===== src/rtl/spi_attr_pkg.sv =====
package spi_attr_pkg;

  localparam int DATA_W = 16;
  localparam int LEN_W  = 4;
  localparam int MIN_LEN_M1 = 3;

  typedef struct packed {
    logic             lsbFirst;
    logic             cpha;
    logic             cpol;
    logic [LEN_W-1:0] lenM1;
  } attr_t;

  localparam int ATTR_W = $bits(attr_t);

  localparam attr_t ATTR_RESET = '{lsbFirst: 1'b0, cpha: 1'b0, cpol: 1'b0, lenM1: 4'd7};

  typedef struct packed {
    logic load;
    logic shiftOut;
    logic sampleIn;
    logic done;
  } strobe_t;

endpackage


===== src/rtl/spi_attr_bank.sv =====
module spi_attr_bank
  import spi_attr_pkg::*;
#(
  parameter int NUM_SETS = 8,
  localparam int SEL_W = $clog2(NUM_SETS)
) (
  input  logic             clk,
  input  logic             rstN,
  input  logic             busy,
  input  logic             wrEn,
  input  logic [SEL_W-1:0] wrIdx,
  input  attr_t            wrAttr,
  input  logic [SEL_W-1:0] rdIdx,
  output attr_t            rdAttr
);

  attr_t [NUM_SETS-1:0] regs;

  for (genvar g = 0; g < NUM_SETS; g++) begin : g_word
    always_ff @(posedge clk or negedge rstN) begin
      if (!rstN) begin
        regs[g] <= ATTR_RESET;
      end else if (wrEn && !busy && (wrIdx == SEL_W'(g))) begin
        regs[g] <= wrAttr;
      end
    end
  end

  assign rdAttr = regs[rdIdx];

  // bank contents frozen while a frame runs
  a_r7_bank_frozen: assert property (@(posedge clk) disable iff (!rstN)
    busy |=> $stable(regs));

endmodule


===== src/rtl/spi_frame_ctrl.sv =====
module spi_frame_ctrl
  import spi_attr_pkg::*;
#(
  parameter int HALF_DIV = 2,
  localparam int TMR_W = $clog2(HALF_DIV) + 1
) (
  input  logic             clk,
  input  logic             rstN,
  input  logic             slaveMode,
  input  logic             txValid,
  input  attr_t            rdAttr,
  input  logic             sckSync,
  input  logic             csSync,
  output logic             txReady,
  output strobe_t          stb,
  output logic             busy,
  output logic             csN,
  output logic             sck,
  output logic             modeSlave,
  output logic             lsbFirst,
  output logic [LEN_W-1:0] lenM1
);

  typedef enum logic [1:0] {S_IDLE, S_RUN, S_TAIL, S_FIN} state_t;

  state_t           state;
  attr_t            attrCur;
  logic [TMR_W-1:0] timer;
  logic [LEN_W:0]   edgeCnt;
  logic             sckPhase;
  logic             sckPrev;
  logic             csPrev;

  logic startM, startS, tick, edgeEv, leading, lastEdge, abortS;
  logic [LEN_W-1:0] lenEff;

  assign lenEff   = (attrCur.lenM1 < LEN_W'(MIN_LEN_M1)) ? LEN_W'(MIN_LEN_M1) : attrCur.lenM1;
  assign startM   = (state == S_IDLE) && !slaveMode && txValid;
  assign startS   = (state == S_IDLE) && slaveMode && csPrev && !csSync;
  assign tick     = (timer == TMR_W'(HALF_DIV - 1));
  assign abortS   = (state == S_RUN) && modeSlave && csSync;
  assign edgeEv   = (state == S_RUN) && !abortS &&
                    (modeSlave ? (sckSync != sckPrev) : tick);
  assign leading  = !edgeCnt[0];
  assign lastEdge = (edgeCnt == {lenEff, 1'b1});

  always_ff @(posedge clk or negedge rstN) begin
    if (!rstN) begin
      state     <= S_IDLE;
      attrCur   <= ATTR_RESET;
      timer     <= '0;
      edgeCnt   <= '0;
      sckPhase  <= 1'b0;
      modeSlave <= 1'b0;
      sckPrev   <= 1'b0;
      csPrev    <= 1'b1;
    end else begin
      sckPrev <= sckSync;
      csPrev  <= csSync;
      unique case (state)
        S_IDLE: begin
          if (startM || startS) begin
            state     <= S_RUN;
            attrCur   <= rdAttr;
            modeSlave <= startS;
            timer     <= '0;
            edgeCnt   <= '0;
            sckPhase  <= 1'b0;
          end
        end
        S_RUN: begin
          if (abortS) begin
            state <= S_IDLE;
          end else begin
            if (!modeSlave) timer <= tick ? '0 : timer + 1'b1;
            if (edgeEv) begin
              edgeCnt <= edgeCnt + 1'b1;
              if (!modeSlave) sckPhase <= !sckPhase;
              if (lastEdge) state <= modeSlave ? S_FIN : S_TAIL;
            end
          end
        end
        S_TAIL: begin
          timer <= tick ? '0 : timer + 1'b1;
          if (tick) state <= S_FIN;
        end
        default: state <= S_IDLE;
      endcase
    end
  end

  assign txReady      = startM || startS;
  assign stb.load     = startM || startS;
  assign stb.sampleIn = edgeEv && (attrCur.cpha ? !leading : leading);
  assign stb.shiftOut = edgeEv && (attrCur.cpha ? (leading && (edgeCnt != '0))
                                                : (!leading && !lastEdge));
  assign stb.done     = (state == S_FIN);
  assign busy         = (state != S_IDLE);
  assign csN          = !(!modeSlave && ((state == S_RUN) || (state == S_TAIL)));
  assign sck          = attrCur.cpol ^ sckPhase;
  assign lsbFirst     = attrCur.lsbFirst;
  assign lenM1        = lenEff;

  // clock is back at its rest level whenever no frame runs
  a_r3_idle_phase: assert property (@(posedge clk) disable iff (!rstN)
    (state == S_IDLE) |-> !sckPhase);

  // never more transitions than the frame length allows
  a_r2_edge_limit: assert property (@(posedge clk) disable iff (!rstN)
    (state == S_RUN) |-> (edgeCnt <= {lenEff, 1'b1}));

  // a slave frame never drives the master chip select
  a_r9_slave_quiet: assert property (@(posedge clk) disable iff (!rstN)
    (modeSlave && busy) |-> csN);

  // working attributes hold for the whole frame
  a_r8_attr_hold: assert property (@(posedge clk) disable iff (!rstN)
    ((state != S_IDLE) && $past(state != S_IDLE)) |-> $stable(attrCur));

endmodule


===== src/rtl/spi_frame_dpath.sv =====
module spi_frame_dpath
  import spi_attr_pkg::*;
(
  input  logic              clk,
  input  logic              rstN,
  input  strobe_t           stb,
  input  logic [DATA_W-1:0] loadWord,
  input  logic              lsbFirst,
  input  logic [LEN_W-1:0]  lenM1,
  input  logic              serIn,
  output logic              serOut,
  output logic              rxValid,
  output logic [DATA_W-1:0] rxData
);

  logic [DATA_W-1:0] txBuf;
  logic [DATA_W-1:0] rxBuf;
  logic [LEN_W-1:0]  outPos;
  logic [LEN_W-1:0]  inPos;

  function automatic logic [LEN_W-1:0] bitIdx(input logic [LEN_W-1:0] pos,
                                              input logic [LEN_W-1:0] topIdx,
                                              input logic lowFirst);
    return lowFirst ? pos : (topIdx - pos);
  endfunction

  always_ff @(posedge clk or negedge rstN) begin
    if (!rstN) begin
      txBuf   <= '0;
      rxBuf   <= '0;
      outPos  <= '0;
      inPos   <= '0;
      rxValid <= 1'b0;
      rxData  <= '0;
    end else begin
      rxValid <= stb.done;
      if (stb.done) rxData <= rxBuf;
      if (stb.load) begin
        txBuf  <= loadWord;
        rxBuf  <= '0;
        outPos <= '0;
        inPos  <= '0;
      end else begin
        if (stb.shiftOut) outPos <= outPos + 1'b1;
        if (stb.sampleIn) begin
          rxBuf[bitIdx(inPos, lenM1, lsbFirst)] <= serIn;
          inPos <= inPos + 1'b1;
        end
      end
    end
  end

  assign serOut = txBuf[bitIdx(outPos, lenM1, lsbFirst)];

  // the received word is flagged for exactly one cycle
  a_r10_rx_single: assert property (@(posedge clk) disable iff (!rstN)
    rxValid |=> !rxValid);

endmodule


===== src/rtl/spi_frame_engine.sv =====
module spi_frame_engine
  import spi_attr_pkg::*;
#(
  parameter int NUM_SETS = 8,
  parameter int HALF_DIV = 2,
  parameter int SYNC_STAGES = 2,
  localparam int SEL_W = $clog2(NUM_SETS)
) (
  input  logic              clk,
  input  logic              rstN,
  input  logic              slaveMode,
  input  logic              cfgWe,
  input  logic [SEL_W-1:0]  cfgIdx,
  input  logic [ATTR_W-1:0] cfgData,
  input  logic              txValid,
  output logic              txReady,
  input  logic [DATA_W-1:0] txData,
  input  logic [SEL_W-1:0]  txSel,
  output logic              rxValid,
  output logic [DATA_W-1:0] rxData,
  output logic              busy,
  output logic              sck,
  output logic              mosi,
  input  logic              miso,
  output logic              csN,
  input  logic              slvSck,
  input  logic              slvCsN,
  input  logic              slvMosi,
  output logic              slvMiso
);

  localparam int PIN_N = 3;

  attr_t            rdAttr;
  strobe_t          stb;
  logic             modeSlave, lsbFirst, serOut, serIn;
  logic [LEN_W-1:0] lenM1;
  logic [SEL_W-1:0] rdIdx;
  logic [PIN_N-1:0] pinRaw, pinSync;
  logic [DATA_W-1:0] loadWord;

  assign pinRaw = {slvMosi, slvCsN, slvSck};

  for (genvar p = 0; p < PIN_N; p++) begin : g_sync
    logic [SYNC_STAGES-1:0] chain;
    always_ff @(posedge clk or negedge rstN) begin
      if (!rstN) chain <= (p == 1) ? '1 : '0;
      else       chain <= {chain[SYNC_STAGES-2:0], pinRaw[p]};
    end
    assign pinSync[p] = chain[SYNC_STAGES-1];
  end

  assign rdIdx    = slaveMode ? '0 : txSel;
  assign loadWord = txValid ? txData : '0;
  assign serIn    = modeSlave ? pinSync[2] : miso;

  spi_attr_bank #(.NUM_SETS(NUM_SETS)) bank_i (
    .clk(clk), .rstN(rstN), .busy(busy),
    .wrEn(cfgWe), .wrIdx(cfgIdx), .wrAttr(attr_t'(cfgData)),
    .rdIdx(rdIdx), .rdAttr(rdAttr)
  );

  spi_frame_ctrl #(.HALF_DIV(HALF_DIV)) ctrl_i (
    .clk(clk), .rstN(rstN), .slaveMode(slaveMode), .txValid(txValid),
    .rdAttr(rdAttr), .sckSync(pinSync[0]), .csSync(pinSync[1]),
    .txReady(txReady), .stb(stb), .busy(busy), .csN(csN), .sck(sck),
    .modeSlave(modeSlave), .lsbFirst(lsbFirst), .lenM1(lenM1)
  );

  spi_frame_dpath dpath_i (
    .clk(clk), .rstN(rstN), .stb(stb), .loadWord(loadWord),
    .lsbFirst(lsbFirst), .lenM1(lenM1), .serIn(serIn),
    .serOut(serOut), .rxValid(rxValid), .rxData(rxData)
  );

  assign mosi    = (busy && !modeSlave) ? serOut : 1'b0;
  assign slvMiso = (busy && modeSlave) ? serOut : 1'b0;

  // chip select low implies busy
  a_r6_cs_busy: assert property (@(posedge clk) disable iff (!rstN)
    !csN |-> busy);

endmodule


===== config.mk =====
export PLATFORM = sky130hd
export DESIGN_NAME = spi_frame_engine
export DESIGN_NICKNAME = d
export VERILOG_FILES = /design/src/rtl/spi_attr_pkg.sv /design/src/rtl/spi_attr_bank.sv /design/src/rtl/spi_frame_ctrl.sv /design/src/rtl/spi_frame_dpath.sv /design/src/rtl/spi_frame_engine.sv
export SDC_FILE = /design/constraint.sdc
export NUM_CORES = 1
export LEC_CHECK = 0
export ABC_AREA = 1
export BUFFER_PORTS_ARGS = -buffer_cell sky130_fd_sc_hd__buf_2
export CAP_MARGIN = 20
export CORE_MARGIN = 2
export CORE_UTILIZATION = 45
export CTS_BUF_LIST = sky130_fd_sc_hd__clkbuf_4
export DETAILED_ROUTE_END_ITERATION = 6
export PLACE_DENSITY_LB_ADDON = 0.12
export SLEW_MARGIN = 40
export SYNTH_ARGS = -nofsm -noshare
export SYNTH_HDL_FRONTEND = slang
export SYNTH_HIERARCHICAL = 1
export SYNTH_SLANG_ARGS = --single-unit

===== constraint.sdc =====
create_clock -name clk -period 6.3 [get_ports clk]
set_input_delay 0.315 -clock clk [delete_from_list [all_inputs] [get_ports clk]]
set_output_delay 0.315 -clock clk [all_outputs]
set_load 0.05 [all_outputs]

==> results of run 1 <==
repair_timing:
action	4_1_cts	5_1_grt
hold endpoints to repair	81	0
hold buffers	4	0
resized for setup	0	0
power by group through the flow:
stage | Combinational [mW] | Clock, mW | Sequential (mW)
after floorplan | 1.41 | 0 | 1.54
after global placement | 1.81 | 0 | 1.47
after detailed placement | 1.82 | 0 | 1.48
after CTS | 1.83 | 0.676 | 1.47
after global routing | 2.07 | 0.707 | 1.51
final | 1.82 | 0.650 | 1.46
routing by layer:
metal  global-route usage  share of wire  vias to the layer above
met1                0.268           0.48                     2727
met5                    0              0                        -
met4               0.0608          0.015                        0
met2                0.324           0.47                       85
met3               0.0409          0.029                       18
li1                     -              -                     3153
registers in the layout (all words and copies together) (netlist names), 4 cells and up:
register / flops
dpath_i/rxBuf: 16
dpath_i/txBuf: 16
dpath_i/outPos: 4
dpath_i/inPos: 4
dpath_i/rxData: 16
ctrl_i/edgeCnt: 5
ctrl_i/attrCur: 6
bank_i/regs: 56
g_sync.chain: 6
worst register-to-register path, stage by stage (launching register included):
cell and delay [ns]:
dfrtp_1 0.44, inv_1 0.14, ha_1 0.34, inv_2 0.11, nor2_4 0.17, nand3_4 0.12, nor3_1 0.63, o211ai_2 0.26
nor2_2 0.35, nand4_1 0.14, nand2_1 0.08, nand2_1 0.04, inv_1 0.04
worst paths after layout:
kind	endpoint	slack (ns)	from	cells after the start
setup / recovery	mosi	2.65	ctrl_i/attrCur[2]	18
hold / removal	dpath_i/txBuf[12]	0.05	txData[12]	5
setup reg to reg	dpath_i/rxBuf[9]	3.38	ctrl_i/state[1]	12
hold reg to reg	g_sync[1].chain[1]	0.36	g_sync[1].chain[0]	0
max in group asynchronous	bank_i/regs[41]	4.79	rstN	3
min in group asynchronous	dpath_i/txBuf[7]	0.36	rstN	2
cell families (layout without fill, tap and decap cells):
kind of cell               Yosys count  after routing  synth area share
adders and majority gates           17             17            0.0296
xor gates and xnor gates             9              9            0.0112
buffers and inverters              196            262             0.114
other                                0              1                 0
DFF                                139            139             0.458
and+or+nand+nor                    474            474             0.271
muxes                               18             18            0.0264
AOI/OAI and AO/OA                  114            114            0.0899
area by class of cell:
class,count,share of cell area
Sequential cell,139,0.419
Multi-Input combinational cell,632,0.393
Inverter,161,0.0722
Timing Repair Buffer,69,0.0460
Tap cell,220,0.0328
Clock inverter,13,0.0206
Clock buffer,19,0.0170
Antenna cell,1,0.000298
per-stage QoR:
step,std cells,worst slack [ns]
final,1254,2.65
after global routing,1254,2.30
after CTS,1253,2.47
after detailed placement,1217,3.10
after global placement,1217,3.20
after floorplan,967,3.22
cell usage after synthesis, types with 4 or more instances:
library cell / n / share of area
o21ai_2: 17 / 0.019
nor2_1: 29 / 0.014
ha_1: 15 / 0.024
inv_1: 150 / 0.073
a21oi_1: 12 / 0.0078
nand4_1: 35 / 0.028
buf_2: 7 / 0.0046
o21ai_0: 42 / 0.027
o211ai_1: 4 / 0.0039
o21ai_1: 32 / 0.021
dfrtp_1: 109 / 0.35
buf_4: 6 / 0.0059
inv_2: 10 / 0.0049
clkbuf_1: 9 / 0.0044
nand3_1: 47 / 0.031
dfstp_2: 30 / 0.10
buf_6: 12 / 0.018
mux2_2: 18 / 0.026
xor2_1: 4 / 0.0046
nand2_2: 18 / 0.015
xnor2_1: 4 / 0.0046
nor2_4: 6 / 0.0088
nand2_1: 327 / 0.16
==> metrics, run 1 <==
vias per cell approximately 4.8; Max Cap Viol 0; Final period util 0.579; Post-synth EDFFs 0; fin nets 1075; final setup TNS 0 ns; Startpoint Class flip-flop; ys flop type dfrtp_1; initial antenna violation count 1; routed wire length between 15000 and 20000 µm; worst slew pin tran roughly 0.79 ns; die height 135 µm; I/O Pins 61; clk slew on worst S/H paths 0.11 ns; Clock power frac 0.165; critical path arrival between 3 and 4 ns; routed vias 5983; Mapped Area 0.00768 mm²; Final Max Tran Viols 0; Yosys cell types 38; Critical Path Fanout Max 5; Fin. Hold Viols 0; root buffer cell clkbuf_4; crit path buf inv count 5; Post-DP HPWL approximately 11000 µm; final setup fails 0; storage element area about 0.0035 mm²; Peak supply drop 0.188 mV; final core occ 0.505; Mapped Cells 967; register area share after synthesis 0.458; total of warnings raised by yosys 6; I/O Buffers 60; Worst-Skew Late Latency 0.55 ns; FMAX 274 MHz; Clock Tree Buf Depth 2; GR Overflow Total 0; RSZ-0062 raised after global routing false; row cnt 47; Setup Skew roughly 0.014 ns; DIE AREA 0.0181 mm²; switching share of power 0.447; P_sw 1.76 mW; DP Area 0.00804 mm²; largest net degree at the start of global routing 86; Seq pwr share 0.372; Initial Utilization 0.462; syn nets 1022; Remaining DRCs 0; most frequent cells in the layout nand2_1 (327), inv_1 (150), dfrtp_1 (109), buf_2 (59), nand3_1 (47); Pwr Total 3.93 mW; Slew headroom 0.469; synth-to-layout area growth 9.31%; PD cells 468 mW/mm²; nature of the critical path endpoint primary output; Fillers 1684; DR WL/cell ~13 µm; CTS Sinks 139; vias in the first global route slightly below 6000; combinational group share of total power 0.462; Post-CTS Setup Repair Bufs 0; initial DRC count 373; TritonCTS clock tree yes; area of the multi-input gates 0.00330 mm²; core area 0.0166 mm²; routability cong. ~0.78; Crit path required time 5.98 ns; share of cells above drive strength 1 0.202; Async S/R FF share, synth 1.00; Syn Area/Cell 7.95 µm²; Die X 135 µm; TritonRoute pass-1 iters 5; status complete, no violations; Worst Hold Margin 0.0522 ns; HP Class input port to flip-flop; Period minus WS final ~3.6 ns; Lkg Pwr 4.54 nW; Final Cell Area between 0.008 and 0.009 mm²; Int Power about 2.2 mW; All-Layer GR Usage 0.199; most common cell after layout, fill and taps aside nand2_1; critical path's most frequent cell nand2_1; post-route antenna net violation count 0; first-pass GRT wire length around 29000 µm; Slowest cell on crit path dfstp_2; FF+latch count, synth around 140; kind of critical path flip-flop to primary output; Inserted Clock Buffers 17; H-Tree Depth 4; critical path's top delay family simple AND/OR/NAND/NOR gates; crit-path cells inv_1 > nand2_1 > nand2_1 > inv_1 > ha_1 > inv_1 > fa_1 > inv_1 > o21ai_2 > o211ai_1 > nand2_1 > nand2_1 > nand2_1 > nand2_1 > nand2_1 > nand2_1 > nor2_1 > buf_2; critical path's largest stage delay 0.59 ns
Power figures use the tool's default switching activity.
==> run 2: changes to the inputs <==
--- a/config.mk
+++ b/config.mk
@@ -5,7 +5,7 @@
 export SDC_FILE = /design/constraint.sdc
 export NUM_CORES = 1
 export LEC_CHECK = 0
-export ABC_AREA = 1
+export ABC_AREA = 0
 export BUFFER_PORTS_ARGS = -buffer_cell sky130_fd_sc_hd__buf_2
 export CAP_MARGIN = 20
 export CORE_MARGIN = 2
==> constraint.sdc (replaced) <==
create_clock -name clk -period 3.1 [get_ports clk]
set_input_delay 0.155 -clock clk [delete_from_list [all_inputs] [get_ports clk]]
set_output_delay 0.155 -clock clk [all_outputs]
set_load 0.05 [all_outputs]
==> run 2 against run 1 <==
The run now ends with setup timing left. Die area is 6.7% lower. Cell count fell by 30%. Global-route usage shrank 1.4 points. Synthesized area fell by 6.9%. Synthesized cell count shrank 44%. Cell area unchanged. Critical endpoint unchanged. Largest power group unchanged.
==> metrics, run 2 <==
Inserted Clock Buffers 17; critical path's largest stage delay 0.60 ns; post-synthesis mux area share 0.273; status complete, but fails checks; vias per cell 5.25; critical path arrival 3.24 ns; Final WS setup -0.294 ns; Final Max Tran Viols 0; Post-DP HPWL around 9700 µm; DIE AREA 0.0169 mm²; Syn Area/Cell 13.1 µm²; FMAX 295 MHz; Startpoint Class flip-flop; largest family of logic cells by synthesized area multiplexers; root buffer cell clkbuf_4; RSZ-0062 raised after global routing true; most common cell after layout, fill and taps aside dfrtp_1; Largest register FFs 56; Yosys top cell area share 0.381; Crit path required time 2.94 ns; crit-path cells o21bai_4 > inv_2 > ha_4 > inv_2 > fa_1 > mux2i_4 > mux4_2 > mux2i_1 > mux2i_2 > and3b_1 > buf_6; Clock Tree Buf Depth 2; die height 130 µm; critical path's most frequent cell inv_2; FF+latch count, synth 139; Async S/R FF share, synth 1.00; Lkg Pwr 3.76 nW; kind of critical path flip-flop to primary output; HP Class input port to asynchronous set/reset pin; DR WL/cell ~17 µm; synth-to-layout area growth 17.4%; Slowest cell on crit path dfstp_2; Max Cap Viol 0; post-route antenna net violation count 0; clk slew on worst S/H paths 0.13 ns; I/O Buffers 60; XOR/XNOR Fraction of Synth Area 0.0257; Critical Path Fanout Max 4; H-Tree Depth 4; GR Overflow Total 0; CTS Sinks 139; Final period util 1.09; failing checks setup timing; final std cells w/o fill 873; Synth area leader dfrtp_1; I/O Pins 61; share of cells above drive strength 1 0.421; All-Layer GR Usage 0.185; fin nets between 600 and 700; Yosys cell types 56; nature of the critical path endpoint primary output; routed wire length 14400 µm; Period minus WS final 3.39 ns; register area share after synthesis 0.491; Initial Utilization 0.455; largest register by flop count bank_i/regs; first-pass GRT wire length between 20000 and 25000 µm; top cells by count, synth dfrtp_1 (109), mux2_2 (105), dfstp_2 (30), nor2_1 (27), nand2b_1 (23); Post-synth EDFFs 0; initial antenna violation count 1; Setup Skew 0.0129 ns; final setup fails 2; worst slew pin tran 0.859 ns; largest net degree at the start of global routing between 100 and 150; vias in the first global route 4715; Peak supply drop approximately 0.32 mV; Inst Count DP 808; Fillers between 1000 and 1500; Synth Area in Simple Gates 0.108; PD cells 943 mW/mm²; row cnt 46; Mapped Cells approximately 550; routability cong. 0.792; Fin. Hold Viols 0; most frequent cells in the layout dfrtp_1 (109), mux2_2 (105), buf_2 (57), dfstp_2 (30), dlygate4sd3_1 (28); ys flop type dfrtp_1; top post-synthesis cells by area dfrtp_1 (38%), mux2_2 (17%), dfstp_2 (11%); Mapped Area approximately 0.0072 mm²; core area 0.0157 mm²; Slew headroom 0.426; syn nets 600; post-synthesis compound-gate area fraction 0.0402; routed vias approximately 4600; Die X between 100 and 150 µm; Synth Area in Adders 0.0318; worst r2r path cells 12; count leader, synth dfrtp_1; total of warnings raised by yosys 6; Remaining DRCs 0; TritonRoute pass-1 iters 4; Worst-Skew Late Latency 0.55 ns; initial DRC count 253; r2r setup slk ~0.38 ns; TritonCTS clock tree yes; Worst Hold Margin 0.0673 ns
[run 2: changes by cell type after synthesis, sizes merged, moves of 10 or more]
cell,change
inv,-147
nand2b,+23
and2,+16
nor2,-10
mux4,+18
nand3,-44
nand4,-29
nand2,-324
buf,-11
o21ai,-75
mux2i,+27
mux2,+87
[run 2: kinds of logic after synthesis]
family,after synthesis
AO/OA/AOI/OAI,44
XOR/XNOR,21
adder cells (fa/ha/maj),17
buffers and inverters,41
flip-flops,139
multiplexers,150
AND/OR/NAND/NOR,133
[run 2: metal layers]
layer	up-vias	part of all wire	GRT usage
met4	0	0.020	0.0702
met3	26	0.028	0.0349
li1	2162	-	-
met2	70	0.50	0.311
met1	2324	0.45	0.239
met5	-	0	0
[run 2: repair_timing]
| action | 4_1_cts | 5_1_grt |
|---|---|---|
| hold endpoints to repair | 155 | 0 |
| pin swaps | 4 | 0 |
| hold buffers | 28 | 0 |
| buffers inserted | 4 | 0 |
| endpoints found under the setup margin | 2 | 6 |
| resized for setup | 14 | 2 |
[run 2: power breakdown]
group          switching, mW  total (mW)  leakage (nW)  internal (mW)
Combinational           1.84        3.50          1.89           1.66
Clock                  0.723        1.38         0.167          0.655
Sequential             0.417        3.05          1.70           2.63
Total                   2.98        7.93          3.76           4.95
[run 2: cell type report]
type                    count  area (µm²)  share of cell area
flip-flops and latches    139        3520               0.419
well taps                 216         270              0.0322
diodes                      1        2.50            0.000298
repair buffers            105         751              0.0894
multi-input cells         365        3460               0.412
inverters                  15        56.3             0.00670
clock buffers              17         128              0.0152
clock inverters            15         214              0.0255
[run 2: path summary, 6_finish.rpt]
path	startpoint	to
max reg2reg	ctrl_i/state[1]	dpath_i/rxBuf[5]
max	ctrl_i/attrCur[2]	mosi
min in group clk	txValid	ctrl_i/modeSlave
min reg2reg	g_sync[0].chain[0]	g_sync[0].chain[1]
min	rstN	ctrl_i/lsbFirst
max in group asynchronous	rstN	bank_i/regs[29]
[run 2: stage by stage]
step	utilization	worst slack [ns]	total power [mW]	TNS [ns]	area, µm²
finish	0.535	-0.294	7.93	-0.582	8400
detailed placement	0.488	-0.00895	6.47	-0.0124	7670
global route	0.535	-0.470	8.49	-0.936	8400
floorplan	-	0.410	5.64	0	7150
CTS	0.532	-0.361	8.01	-0.717	8360
global placement	0.488	0.110	6.35	0	7670
[run 2: critical path, delay by kind of cell, from the launching register on]
kind	cells	cell delay, ns
fa+ha+maj	2	0.66
buf+inv	3	0.27
simple gates	1	0.20
mux	4	0.88
flops	1	0.60
compound gates	1	0.08
==> run 3: changes to the inputs <==
--- a/config.mk
+++ b/config.mk
@@ -8,6 +8,8 @@
 export ABC_AREA = 0
 export BUFFER_PORTS_ARGS = -buffer_cell sky130_fd_sc_hd__buf_2
 export CAP_MARGIN = 20
+export CELL_PAD_IN_SITES_DETAIL_PLACEMENT = 1
+export CELL_PAD_IN_SITES_GLOBAL_PLACEMENT = 1
 export CORE_MARGIN = 2
 export CORE_UTILIZATION = 45
 export CTS_BUF_LIST = sky130_fd_sc_hd__clkbuf_4
==> run 3 against run 2 <==
The run still ends with setup timing left. Routed wire length grew 11%. Clock skew is 0.0034 ns higher. Sequential cell count is the same. Register-to-register slack worse by 0.05 ns. Critical path type unchanged. Critical endpoint is now slvMiso. Largest cell class unchanged. Largest power group unchanged.
==> metrics, run 3 (same netlist as run 2, synthesis figures left out) <==
status complete, but fails checks; failing checks setup timing; first-pass GRT wire length 26600 µm; I/O Pins 61; clk slew on worst S/H paths 0.12 ns; nature of the critical path endpoint primary output; critical path's largest stage delay 0.59 ns; Lkg Pwr 3.73 nW; DR WL/cell 18.4 µm; post-route antenna net violation count 0; Period minus WS final 3.46 ns; row cnt 46; critical path arrival 3.30 ns; fin nets 695; Die X roughly 130 µm; synth-to-layout area growth 16.7%; Fillers between 1500 and 2000; worst slew pin tran 0.744 ns; Worst Hold Margin 0.0977 ns; share of cells above drive strength 1 0.420; initial antenna violation count 1; most common cell after layout, fill and taps aside dfrtp_1; largest register by flop count bank_i/regs; Crit path required time approximately 2.9 ns; Critical Path Fanout Max 4; Fin. Hold Viols 0; kind of critical path flip-flop to primary output; GR Overflow Total 0; HP Class input port to flip-flop; vias per cell 5.30; routed wire length 16000 µm; Inserted Clock Buffers 17; Inst Count DP roughly 810; I/O Buffers 60; Worst-Skew Late Latency 0.55 ns; Place WS -0.0292 ns; DIE AREA between 0.015 and 0.02 mm²; Peak supply drop 0.472 mV; Max Cap Viol 0; hold path depth 4; CTS Sinks 139; Slowest cell on crit path dfstp_2; initial DRC count 195; crit-path cells o21bai_4 > inv_2 > ha_4 > inv_2 > fa_1 > mux2i_4 > mux4_2 > mux2i_1 > mux2i_2 > and3_1 > buf_6; Initial Utilization 0.455; Setup Skew 0.0163 ns; final core occ 0.531; All-Layer GR Usage 0.206; Clock Tree Buf Depth 2; Largest register FFs 56; core area 0.0157 mm²; FMAX 289 MHz; H-Tree Depth 4; final setup fails 2; RSZ-0062 raised after global routing true; final std cells w/o fill 871; critical path's most frequent cell inv_2; worst r2r path cells 12; root buffer cell clkbuf_4; largest net degree at the start of global routing 90; Remaining DRCs 0; routability cong. 0.766; PD cells 950 mW/mm²; Final period util 1.11; final setup TNS -0.704 ns; most frequent cells in the layout dfrtp_1 (109), mux2_2 (105), buf_2 (57), dfstp_2 (30), dlygate4sd3_1 (28); Startpoint Class flip-flop; vias in the first global route just over 5000; Final Max Tran Viols 0; Final Cell Area approximately 0.0083 mm²; Post-DP HPWL 10800 µm; routed vias 4619; Final WS setup -0.356 ns; Pwr Total around 7.9 mW; TritonCTS clock tree yes; Slew headroom 0.504; TritonRoute pass-1 iters 4; DP Area 0.00768 mm²; die height about 130 µm
## run 3: worst max-delay path, delay by kind of cell, from the launching register on
family                   cells  cell delay [ns]
AND/OR/NAND/NOR              1             0.23
buffers and inverters        3             0.27
AO/OA/AOI/OAI                1             0.07
flip-flops                   1             0.59
adder cells (fa/ha/maj)      2             0.66
multiplexers                 4             0.92
## run 3: path summary, 6_finish.rpt
check | slack, ns | start | endpoint
max | -0.36 | ctrl_i/attrCur[2] | slvMiso
min | 0.1 | txValid | ctrl_i/modeSlave
max reg2reg | 0.33 | ctrl_i/state[1] | dpath_i/rxBuf[0]
min reg2reg | 0.37 | g_sync[0].chain[0] | g_sync[0].chain[1]
max in group asynchronous | 2.15 | rstN | dpath_i/txBuf[12]
min in group asynchronous | 0.18 | rstN | ctrl_i/timer[1]
## run 3: cell type report
type	instances	area, µm²	share of cell area
clock buffer	18	135	0.0162
tap	216	270	0.0324
antenna	2	5.00	0.000600
inverter	15	56.3	0.00674
timing repair buffer	102	719	0.0862
multi-input combinational	365	3470	0.416
clock inverter	14	173	0.0207
sequential	139	3520	0.421
## run 3: timing repair
| item | CTS | global route |
|---|---|---|
| endpoints found under the hold margin | 134 | 0 |
| pin swaps | 3 | 3 |
| buffers inserted | 3 | 0 |
| gates resized for setup | 14 | 3 |
| setup endpoints to repair | 2 | 14 |
| hold buffers | 28 | 0 |
## run 3: layer usage
metal  vias up  share of wire  GRT usage
met2        54           0.50      0.348
met5         -              0          0
met3        22          0.024     0.0377
li1       2141              -          -
met1      2402           0.45      0.266
met4         0          0.023     0.0803
## run 3: where the power goes
part           leakage (nW)  internal (mW)  switching (mW)
sequential             1.70           2.64           0.439
combinational          1.88           1.66            1.92
clock                 0.152          0.569           0.703
total                  3.73           4.87            3.06
